--- src/rtl/dtmf_pkg.sv ---
package dtmf_pkg;

    localparam int unsigned CLK_HZ      = 3579545;
    localparam int          PHASE_W     = 24;
    localparam int          ROM_AW      = 8;
    localparam int          ROM_DEPTH   = 1 << ROM_AW;
    localparam int          OUT_W       = 12;
    localparam int          MAG_W       = OUT_W - 1;
    localparam int          MAG_MAX     = (1 << MAG_W) - 1;
    localparam int          TONES_GRP   = 4;
    localparam int          STEP_N      = 2 * TONES_GRP;
    localparam int          LO_WEIGHT   = 450;
    localparam int          HI_WEIGHT   = 570;
    localparam int          WEIGHT_SH   = 10;
    localparam int          WGT_W       = WEIGHT_SH + 1;
    localparam int          PROD_W      = OUT_W + WGT_W;
    localparam real         HALF_PI     = 1.5707963267948966;

    typedef struct packed {
        logic [1:0] row;
        logic [1:0] col;
    } key_t;

    typedef logic [ROM_DEPTH-1:0][MAG_W-1:0] rom_t;
    typedef logic [STEP_N-1:0][PHASE_W-1:0]  step_tab_t;

    function automatic key_t decode_key(input logic [3:0] c);
        key_t k;
        unique case (c)
            4'h1: k = '{2'd0, 2'd0};
            4'h2: k = '{2'd0, 2'd1};
            4'h3: k = '{2'd0, 2'd2};
            4'h4: k = '{2'd1, 2'd0};
            4'h5: k = '{2'd1, 2'd1};
            4'h6: k = '{2'd1, 2'd2};
            4'h7: k = '{2'd2, 2'd0};
            4'h8: k = '{2'd2, 2'd1};
            4'h9: k = '{2'd2, 2'd2};
            4'hA: k = '{2'd3, 2'd1};
            4'hB: k = '{2'd3, 2'd0};
            4'hC: k = '{2'd3, 2'd2};
            4'hD: k = '{2'd0, 2'd3};
            4'hE: k = '{2'd1, 2'd3};
            4'hF: k = '{2'd2, 2'd3};
            default: k = '{2'd3, 2'd3};
        endcase
        return k;
    endfunction

    // Entries 0..3 are the low group, 4..7 the high group.
    function automatic int unsigned tone_hz(input int k);
        case (k)
            0: return 697;
            1: return 770;
            2: return 852;
            3: return 941;
            4: return 1209;
            5: return 1336;
            6: return 1477;
            default: return 1633;
        endcase
    endfunction

    function automatic step_tab_t build_steps();
        step_tab_t t;
        longint unsigned num;
        for (int k = 0; k < STEP_N; k++) begin
            num  = (longint'(tone_hz(k)) << PHASE_W) + longint'(CLK_HZ / 2);
            t[k] = PHASE_W'(num / longint'(CLK_HZ));
        end
        return t;
    endfunction

    // Quarter-wave table sampled at the middle of each slot.
    function automatic rom_t build_rom();
        rom_t r;
        real x, x2, s;
        for (int i = 0; i < ROM_DEPTH; i++) begin
            x  = (real'(i) + 0.5) * HALF_PI / real'(ROM_DEPTH);
            x2 = x * x;
            s  = x * (1.0 - x2 / 6.0 * (1.0 - x2 / 20.0 * (1.0 - x2 / 42.0 *
                 (1.0 - x2 / 72.0 * (1.0 - x2 / 110.0)))));
            r[i] = MAG_W'($rtoi(s * real'(MAG_MAX) + 0.5));
        end
        return r;
    endfunction

    localparam step_tab_t STEP_TAB = build_steps();
    localparam rom_t      SINE_ROM = build_rom();

endpackage

--- src/rtl/dtmf_ctrl.sv ---
module dtmf_ctrl
    import dtmf_pkg::*;
(
    input  logic       clk,
    input  logic       rst,
    input  logic       pwr_down,
    input  logic       code_wr,
    input  logic [3:0] code_din,
    input  logic       en_wr,
    input  logic       en_din,
    output logic       active,
    output logic       start,
    output key_t       key
);
    logic [3:0] code_q;
    logic       active_q;
    key_t       key_q;

    assign start  = en_wr & en_din & ~active_q & ~pwr_down;
    assign active = active_q;
    assign key    = key_q;

    always_ff @(posedge clk) begin
        if (rst || pwr_down) begin
            code_q   <= '0;
            active_q <= 1'b0;
            key_q    <= '0;
        end else begin
            if (code_wr) code_q   <= code_din;
            if (en_wr)   active_q <= en_din;
            if (start)   key_q    <= decode_key(code_q);
        end
    end


    key_hold_chk: assert property (@(posedge clk) disable iff (rst)
        (active_q && $past(active_q)) |-> (key_q == $past(key_q)));


    pd_clear_chk: assert property (@(posedge clk) disable iff (rst)
        $past(pwr_down) |-> (!active_q && code_q == 4'h0));

endmodule

--- src/rtl/dtmf_nco.sv ---
module dtmf_nco
    import dtmf_pkg::*;
(
    input  logic               clk,
    input  logic               rst,
    input  logic               start,
    input  logic               run,
    input  logic [PHASE_W-1:0] step,
    output logic [ROM_AW+1:0]  phase_top
);
    logic [PHASE_W-1:0] acc;

    always_ff @(posedge clk) begin
        if (rst || start)
            acc <= '0;
        else if (run)
            acc <= acc + step;
    end

    assign phase_top = acc[PHASE_W-1 -: ROM_AW+2];


    phase_zero_chk: assert property (@(posedge clk) disable iff (rst)
        start |=> (phase_top == '0));

endmodule

--- src/rtl/dtmf_sine.sv ---
module dtmf_sine
    import dtmf_pkg::*;
(
    input  logic [ROM_AW+1:0]        ph,
    output logic signed [OUT_W-1:0]  wave
);
    logic [1:0]        quad;
    logic [ROM_AW-1:0] idx;
    logic [ROM_AW-1:0] addr;
    logic [MAG_W-1:0]  mag;

    always_comb begin
        quad = ph[ROM_AW+1:ROM_AW];
        idx  = ph[ROM_AW-1:0];
        addr = quad[0] ? ~idx : idx;
        mag  = SINE_ROM[addr];
        wave = quad[1] ? -$signed({1'b0, mag}) : $signed({1'b0, mag});
    end

endmodule

--- src/rtl/dtmf_tone_gen.sv ---
module dtmf_tone_gen
    import dtmf_pkg::*;
(
    input  logic             clk,
    input  logic             rst,
    input  logic             pwr_down,
    input  logic             code_wr,
    input  logic [3:0]       code_din,
    input  logic             en_wr,
    input  logic             en_din,
    output logic [OUT_W-1:0] sample_o
);
    logic active;
    logic start;
    key_t key;
    logic [1:0][OUT_W-1:0] terms;
    logic signed [OUT_W:0] sum;

    dtmf_ctrl u_ctrl (
        .clk      (clk),
        .rst      (rst),
        .pwr_down (pwr_down),
        .code_wr  (code_wr),
        .code_din (code_din),
        .en_wr    (en_wr),
        .en_din   (en_din),
        .active   (active),
        .start    (start),
        .key      (key)
    );

    // Group 0 is the low (row) tone, group 1 the high (column) tone.
    for (genvar g = 0; g < 2; g++) begin : grp
        localparam logic GBIT   = 1'(g);
        localparam int   WEIGHT = (g == 0) ? LO_WEIGHT : HI_WEIGHT;
        logic [1:0]               sel;
        logic [2:0]               tix;
        logic [PHASE_W-1:0]       step;
        logic [ROM_AW+1:0]        ph;
        logic signed [OUT_W-1:0]  wave;
        logic signed [PROD_W-1:0] prod;

        if (g == 0) begin : g_row
            assign sel = key.row;
        end else begin : g_col
            assign sel = key.col;
        end

        assign tix  = {GBIT, sel};
        assign step = STEP_TAB[tix];

        dtmf_nco u_nco (
            .clk       (clk),
            .rst       (rst),
            .start     (start),
            .run       (active),
            .step      (step),
            .phase_top (ph)
        );

        dtmf_sine u_sine (
            .ph   (ph),
            .wave (wave)
        );

        assign prod     = PROD_W'(wave) * PROD_W'(WEIGHT);
        assign terms[g] = OUT_W'(prod >>> WEIGHT_SH);
    end

    assign sum = (OUT_W+1)'($signed(terms[0])) + (OUT_W+1)'($signed(terms[1]));

    always_ff @(posedge clk) begin
        if (rst)
            sample_o <= '0;
        else
            sample_o <= active ? OUT_W'(sum) : '0;
    end


    idle_mid_chk: assert property (@(posedge clk) disable iff (rst)
        !$past(active) |-> (sample_o == '0));

endmodule

--- config.mk ---
export PLATFORM = sky130hd
export DESIGN_NAME = dtmf_tone_gen
export DESIGN_NICKNAME = d
export VERILOG_FILES = /design/src/rtl/dtmf_pkg.sv /design/src/rtl/dtmf_ctrl.sv /design/src/rtl/dtmf_nco.sv /design/src/rtl/dtmf_sine.sv /design/src/rtl/dtmf_tone_gen.sv
export SDC_FILE = /design/constraint.sdc
export NUM_CORES = 1
export LEC_CHECK = 0
export BUFFER_PORTS_ARGS = -buffer_cell sky130_fd_sc_hd__buf_2
export CORE_MARGIN = 1
export CORE_UTILIZATION = 38
export DETAILED_ROUTE_END_ITERATION = 6
export PLACE_DENSITY = 0.52
export SETUP_SLACK_MARGIN = 0.5
export SKIP_CTS_REPAIR_TIMING = 1
export SLEW_MARGIN = 20
export SYNTH_ARGS = -nofsm -noshare
export SYNTH_HDL_FRONTEND = slang
export SYNTH_SLANG_ARGS = --single-unit
--- constraint.sdc ---
create_clock -name clk -period 13.9 [get_ports clk]
set_input_delay 2.78 -clock clk [delete_from_list [all_inputs] [get_ports clk]]
set_output_delay 2.78 -clock clk [all_outputs]
set_load 0.02 [all_outputs]
== After elaboration in Yosys (flattened, before gate mapping) ==
Memory sizes are Yosys's and may differ from the RTL's. A register that Yosys moved wholly into a read port is not among the register bits.
Index checks and enable logic that the tools add are counted.

* Register bits after elaboration: 65
* Memory bits (read-only): 5,696
* Logic and storage cells: 39
* Memories: 3

{| class="wikitable"
|+ Memory list
! memory !! words !! bits a word !! read ports !! clocked after Yosys merged registers in !! wr ports !! line !! source
|-
| (no name shown) || 256 || 11 || 1 || 0 || 0 || dtmf_sine.sv:16 || <nowiki>mag = SINE_ROM[addr];</nowiki>
|-
| (no name shown) || 256 || 11 || 1 || 0 || 0 || dtmf_sine.sv:16 ||
|-
| (no name shown) || 16 || 4 || 1 || 1 || 0 || dtmf_pkg.sv:29 || <nowiki>unique case (c)</nowiki>
|}

* Add/sub/neg operators: 5
* Multipliers: 2
* Magnitude comparators: 4
* Mux-type cells: 10
* Bitwise logic cells: 7
* Reduce and logical (&&, ||, !) cells: 3

{| class="wikitable"
|+ Operators with widths
! cell !! count
|-
| binary-select mux 24 bit (select 2 bit) || 2
|-
| adder 24 bit || 2
|-
| two-way mux 24 bit || 2
|-
| two-way mux 12 bit || 2
|-
| negation 11 -> 12 bit || 2
|-
| two-way mux 11 bit || 2
|-
| multiplier 12 x 10 -> 21 bit, second input constant || 1
|-
| multiplier 12 x 9 -> 21 bit, second input constant || 1
|-
| < comparator 8 x 9 -> 1 bit, second input constant || 2
|-
| two-way mux 8 bit || 2
|-
| inverter 8 bit || 2
|-
| adder 12 bit || 1
|-
| < comparator 2 x 4 -> 1 bit, second input constant || 1
|-
| < comparator 3 x 4 -> 1 bit, second input constant || 1
|-
| bitwise AND 1 bit || 3
|-
| logical OR 1 bit || 2
|-
| inverter 1 bit || 2
|-
| OR reduction 2 bit || 1
|}

== Logic depth before layout (Yosys ltp) ==
* Depth in word-level cells: 8
* Gate-level depth with buffers: 52

== Hierarchy ==
From an unflattened synthesis, not the netlist that was laid out.

* Cells, all modules: 2,688
* Area, all modules: 19,926.6 µm²

{| class="wikitable"
|+ By module, submodules not included
! module !! times used !! cells each !! area each (µm²) !! seq. area each (µm²)
|-
| dtmf_sine || 2 || 825 || 5,447.7 || 0.0
|-
| dtmf_tone_gen || 1 || 464 || 4,331.7 || 240.2
|-
| dtmf_nco at grp[1].u_nco || 1 || 256 || 2,104.5 || 480.5
|-
| dtmf_nco at grp[0].u_nco || 1 || 256 || 2,082.0 || 480.5
|-
| dtmf_ctrl || 1 || 62 || 513.0 || 180.2
|}

== Worst setup path after synthesis ==
OpenSTA, ideal clock, no wires.

* Kind: register to register
* Start: register grp[1].u_nco.acc[22]
* End: register sample_o[11]
* Setup time: 72 ps
* Arrival time: 9,654 ps
* Data required time: 13,828 ps
* Path slack: 4,174 ps
* Cell stages (with the launch flop): 43
* Path buffers: 5
* Cells stage by stage: dfxtp_1 -> buf_6 -> buf_4 -> buf_6 -> buf_6 -> xor2_1 -> ha_1 -> buf_2 -> or2_4 -> mux4_2 -> a2111oi_4 -> o31ai_2 -> or3_1 -> or3b_1 -> o21ai_1 -> xor2_1 -> inv_1 -> ha_1 -> [... 7 more ...] -> a21o_1 -> a21o_1 -> nor3_1 -> nand2_1 -> nand3_1 -> a31o_1 -> nand2b_1 -> a21oi_1 -> xnor2_1 -> ha_1 -> nand3_1 -> nand2_1 -> a41oi_1 -> a211o_1 -> xnor2_1 -> nor2_1 -> a211oi_1 -> mux2i_1

* Word-level cells in the longest chain between the ends: 7

{| class="wikitable"
|+ RTL lines
! what !! line !! source
|-
| from (decl) || dtmf_nco.sv:11 || <nowiki>logic [PHASE_W-1:0] acc;</nowiki>
|-
| from (signal assigned) || dtmf_nco.sv:17 || <nowiki>acc <= acc + step;</nowiki>
|-
| two-way mux 8 bit (*) || dtmf_sine.sv:15 || <nowiki>addr = quad[0] ? ~idx : idx;</nowiki>
|-
| memory (256 x 11 bit) (*) || n/a ||
|-
| two-way mux 11 bit (not written as such) (*) || dtmf_sine.sv:16 ||
|-
| negation 11 -> 12 bit || dtmf_sine.sv:17 || <nowiki>wave = quad[1] ? -$signed({1'b0, mag}) : $signed({1'b0, mag});</nowiki>
|-
| two-way mux 12 bit (*) || dtmf_sine.sv:17 ||
|-
| multiplier 12 x 10 -> 21 bit (*) || dtmf_tone_gen.sv:66 || <nowiki>assign prod = PROD_W'(wave) * PROD_W'(WEIGHT);</nowiki>
|-
| adder 12 bit (*) || dtmf_tone_gen.sv:70 || <nowiki>assign sum = (OUT_W+1)'($signed(terms[0])) + (OUT_W+1)'($signed(terms[1]));</nowiki>
|-
| to (signal assigned) || dtmf_tone_gen.sv:76 || <nowiki>sample_o <= active ? OUT_W'(sum) : '0;</nowiki>
|-
| to (decl) || dtmf_tone_gen.sv:11 || <nowiki>output logic [OUT_W-1:0] sample_o</nowiki>
|}

Every way passes the cells marked *; elsewhere a longest branch is shown, timed or not. The select of a mux whose other input is x is not followed.
A chain may end at the register's enable or synchronous reset.

== Worst setup path in the final report ==
Ends and elaborated chain as after synthesis.

==> results.json <==
{
  "core_mm2": 0.0479,
  "mappedNetlistNets": 2890,
  "yosys.cell_count.top_type": "sky130_fd_sc_hd__nor2_1",
  "fin_setup_tns_ns": 0,
  "setup_ws_ns": 2.39,
  "drv.max_cap_violation_count": 0,
  "worst_path_largest_cell_delay_ns": 0.75,
  "final_layout_size_suffix_gt1_share_pct": 6.74,
  "synthToLayoutAreaGrowth_pct": 2.39,
  "arrival_time_at_the_worst_endpoint_ns": 11.81,
  "syn-mean-instance-area_um2": 6.99,
  "final_worst_clock_skew_ns": 0.00976,
  "finalCriticalPeriod_ns": 11.51,
  "synth_cells": 2650,
  "dieArea_mm2": 0.0496,
  "gr-usage-all-layers_pct": 31.1,
  "rsz0062_at_grt": "no",
  "worstPathMaxFanout": 52,
  "initial_utilization_pct": 38.6,
  "post_synth_edffs": 0,
  "antenna_cells_inserted": 0,
  "yosysSeqAreaShare_pct": 7.46,
  "worst_r2r_endpoint": "sample_o[11]",
  "cts_sinks": 69,
  "postRouteWirelength_um": 79100,
  "pre_cts_ws_ns": 2.60,
  "worst_path_most_repeated_cell": "sky130_fd_sc_hd__ha_1",
  "finish.utilization_pct": 39.6,
  "clk_latency_ns": 0.37,
  "detailedRoute.firstIterationViolations": 3151,
  "boundaryPins": 22,
  "via_count_of_the_first_global_routing_pass": 19500,
  "ff2ff_setup_slack_ns": 2.39,
  "routed_via_density": 6.68,
  "clockRootBuffer": "sky130_fd_sc_hd__clkbuf_16",
  "design.final.nets": 2741,
  "port_buffers": 21,
  "drt_pre_antenna_iters": 7,
  "total_leakage_power_uw": 0.00768,
  "drt.antenna.violating_nets": 0,
  "synth_top_cell_by_area": "sky130_fd_sc_hd__ha_1",
  "timing_max_transition_violations_final": 0,
  "synth.cells.most_frequent": "243 x sky130_fd_sc_hd__nor2_1, 216 x sky130_fd_sc_hd__o21ai_0, 205 x sky130_fd_sc_hd__a21oi_1",
  "post-synth-top-area-fraction_pct": 12.0,
  "rr_startpoint": "grp[1].u_nco.acc[22]",
  "post_drt_wl_per_cell_um": 25.4,
  "synth_cell_types": 99,
  "worst_hold_path_type": "flip-flop to flip-flop",
  "irDropWorstVdd_mv": 0.0523,
  "clk_transition_reported_paths_ns": 0.07,
  "dieHeight_um": 223,
  "finalSetupViolations": 0,
  "ys_ff_latch": 69,
  "dominantRegCellSynth": "sky130_fd_sc_hd__dfxtp_1",
  "tritoncts": "done",
  "status": "complete, no violations",
  "number_of_vias_after_detailed_routing": 20900,
  "number_of_antenna_violations_at_the_first_check_in_global_routing": 1,
  "slew-limit-headroom_pct": 28.9,
  "holdWs_ns": 0.483,
  "critical_path.startpoint_type": "flip-flop",
  "setup.worst_path.end": "sample_o[11]",
  "die_span_x_um": 223,
  "placementRows": 80,
  "critPathLaunch": "grp[1].u_nco.acc[22]",
  "worst_path_max_delay_cell": "sky130_fd_sc_hd__dfxtp_4",
  "place_hpwl_um": 56200,
  "synthArstFlopShare_pct": 0,
  "setup.worst_path.class": "flip-flop to flip-flop",
  "fmax_ghz": 0.0869,
  "cts-htree-levels": 3,
  "powerDensity_mw_per_mm2": 25.1,
  "crit_path_end_kind": "flip-flop",
  "cts_buffer_depth": 2,
  "largest_net_degree_at_the_start_of_global_routing": 91,
  "worst-r2r-cell-count": 41,
  "required_ns": 14.20,
  "grt_residual_overflow": 0,
  "detail_route.drc_violations": 0,
  "netlist_area_mm2": 0.0185,
  "finalHoldViolCount": 0,
  "dp_cells": 3105,
  "grt_pass1_wl_um": 120000,
  "cts_inserted_buffers": 9,
  "post_route_fraction_of_the_period_consumed_by_the_critical_path_pct": 82.8,
  "netlist_top_cells_area": "sky130_fd_sc_hd__ha_1 12%, sky130_fd_sc_hd__dfxtp_1 7.5%, sky130_fd_sc_hd__o21ai_0 5.8%",
  "yosys_warnings": 0,
  "gpl_congestion": 1.06,
  "final_cells": 3121,
  "worst_pin_slew_ns": 1.06
}
cell usage in the layout, fill, tap and decap left out, drive strengths merged, types with 38 or more instances in the layout:
cell and n:
o21ai 229, fa 52, a31oi 41, a211oi 46
o22ai 44, nor3 61, dfxtp 69, nor2 243
nand3 56, ha 178, nor2b 64, nand2 180
inv 178, xnor2 82, o211ai 45, a21oi 205
buf 73, mux2i 38, nand2b 70
metal layers:
| metal | up-vias | share of wire [%] | GRT usage, % |
|---|---|---|---|
| met2 | 1360 | 43 | 47.0 |
| met1 | 9774 | 40 | 40.9 |
| met4 | 2 | 5.8 | 16.6 |
| li1 | 9389 | - | - |
| met3 | 325 | 11 | 7.07 |
| met5 | - | 0.013 | 0 |
how the worst min path moves through the flow:
| stage | from | endpoint | slack [ns] | depth (start not counted) |
|---|---|---|---|---|
| after floorplan | grp[1].u_nco.acc[11] | grp[1].u_nco.acc[11] | 0.45 | 2 |
| after global placement | grp[1].u_nco.acc[11] | grp[1].u_nco.acc[11] | 0.47 | 2 |
| after detailed placement | grp[1].u_nco.acc[11] | grp[1].u_nco.acc[11] | 0.47 | 2 |
| after CTS | grp[1].u_nco.acc[11] | grp[1].u_nco.acc[11] | 0.49 | 2 |
| after global routing | grp[0].u_nco.acc[9] | grp[0].u_nco.acc[9] | 0.52 | 2 |
| final | grp[1].u_nco.acc[11] | grp[1].u_nco.acc[11] | 0.48 | 2 |
logic make-up (layout without fill, tap and decap cells):
group | Yosys count | in the layout | share of synthesized area (%)
AO/OA/AOI/OAI | 946 | 946 | 34.1
XOR/XNOR | 115 | 115 | 5.56
flip-flops | 69 | 69 | 7.46
adder cells (fa/ha/maj) | 231 | 231 | 17.7
buffers and inverters | 411 | 267 | 9.96
AND/OR/NAND/NOR | 826 | 826 | 21.9
multiplexers | 52 | 52 | 3.31
worst max-delay path: cells and delay by family, from the launching register on:
kind | cells | cell delay, ns
AO/OA/AOI/OAI | 12 | 2.93
XOR/XNOR | 4 | 1.45
adder cells (fa/ha/maj) | 8 | 3.56
buffers and inverters | 5 | 0.97
flip-flops | 1 | 0.75
multiplexers | 1 | 0.22
AND/OR/NAND/NOR | 11 | 1.52
stage by stage:
step | total power (uW) | instance area [um^2]
6_report | 477 | 19000
5_1_grt | 497 | 19000
4_1_cts | 487 | 19000
3_5_place_dp | 237 | 18700
3_3_place_gp | 236 | 18700
2_1_floorplan | 229 | 18500
flip-flops by register name (all words and copies together) (netlist names):
| signal | cells |
|---|---|
| grp.u_nco.acc | 48 |
| sample_o | 12 |
| u_ctrl.active | 1 |
| u_ctrl.code_q | 4 |
| u_ctrl.key | 4 |
cell type report:
| type | count | area [um^2] |
|---|---|---|
| inverters | 178 | 668 |
| repair buffers | 73 | 495 |
| well taps | 615 | 769 |
| flip-flops and latches | 69 | 1400 |
| clock buffers | 10 | 250 |
| clock inverters | 6 | 51.3 |
| fillers | 5136 | 29000 |
| multi-input cells | 2170 | 15300 |
where the power goes:
| part | leakage [uW] | switching [uW] | internal [uW] |
|---|---|---|---|
| Combinational | 0.00697 | 18.0 | 12.2 |
| Clock | 0.000147 | 111 | 135 |
| Sequential | 0.000563 | 2.16 | 199 |
| Total | 0.00768 | 131 | 346 |
Power figures use the tool's default switching activity.
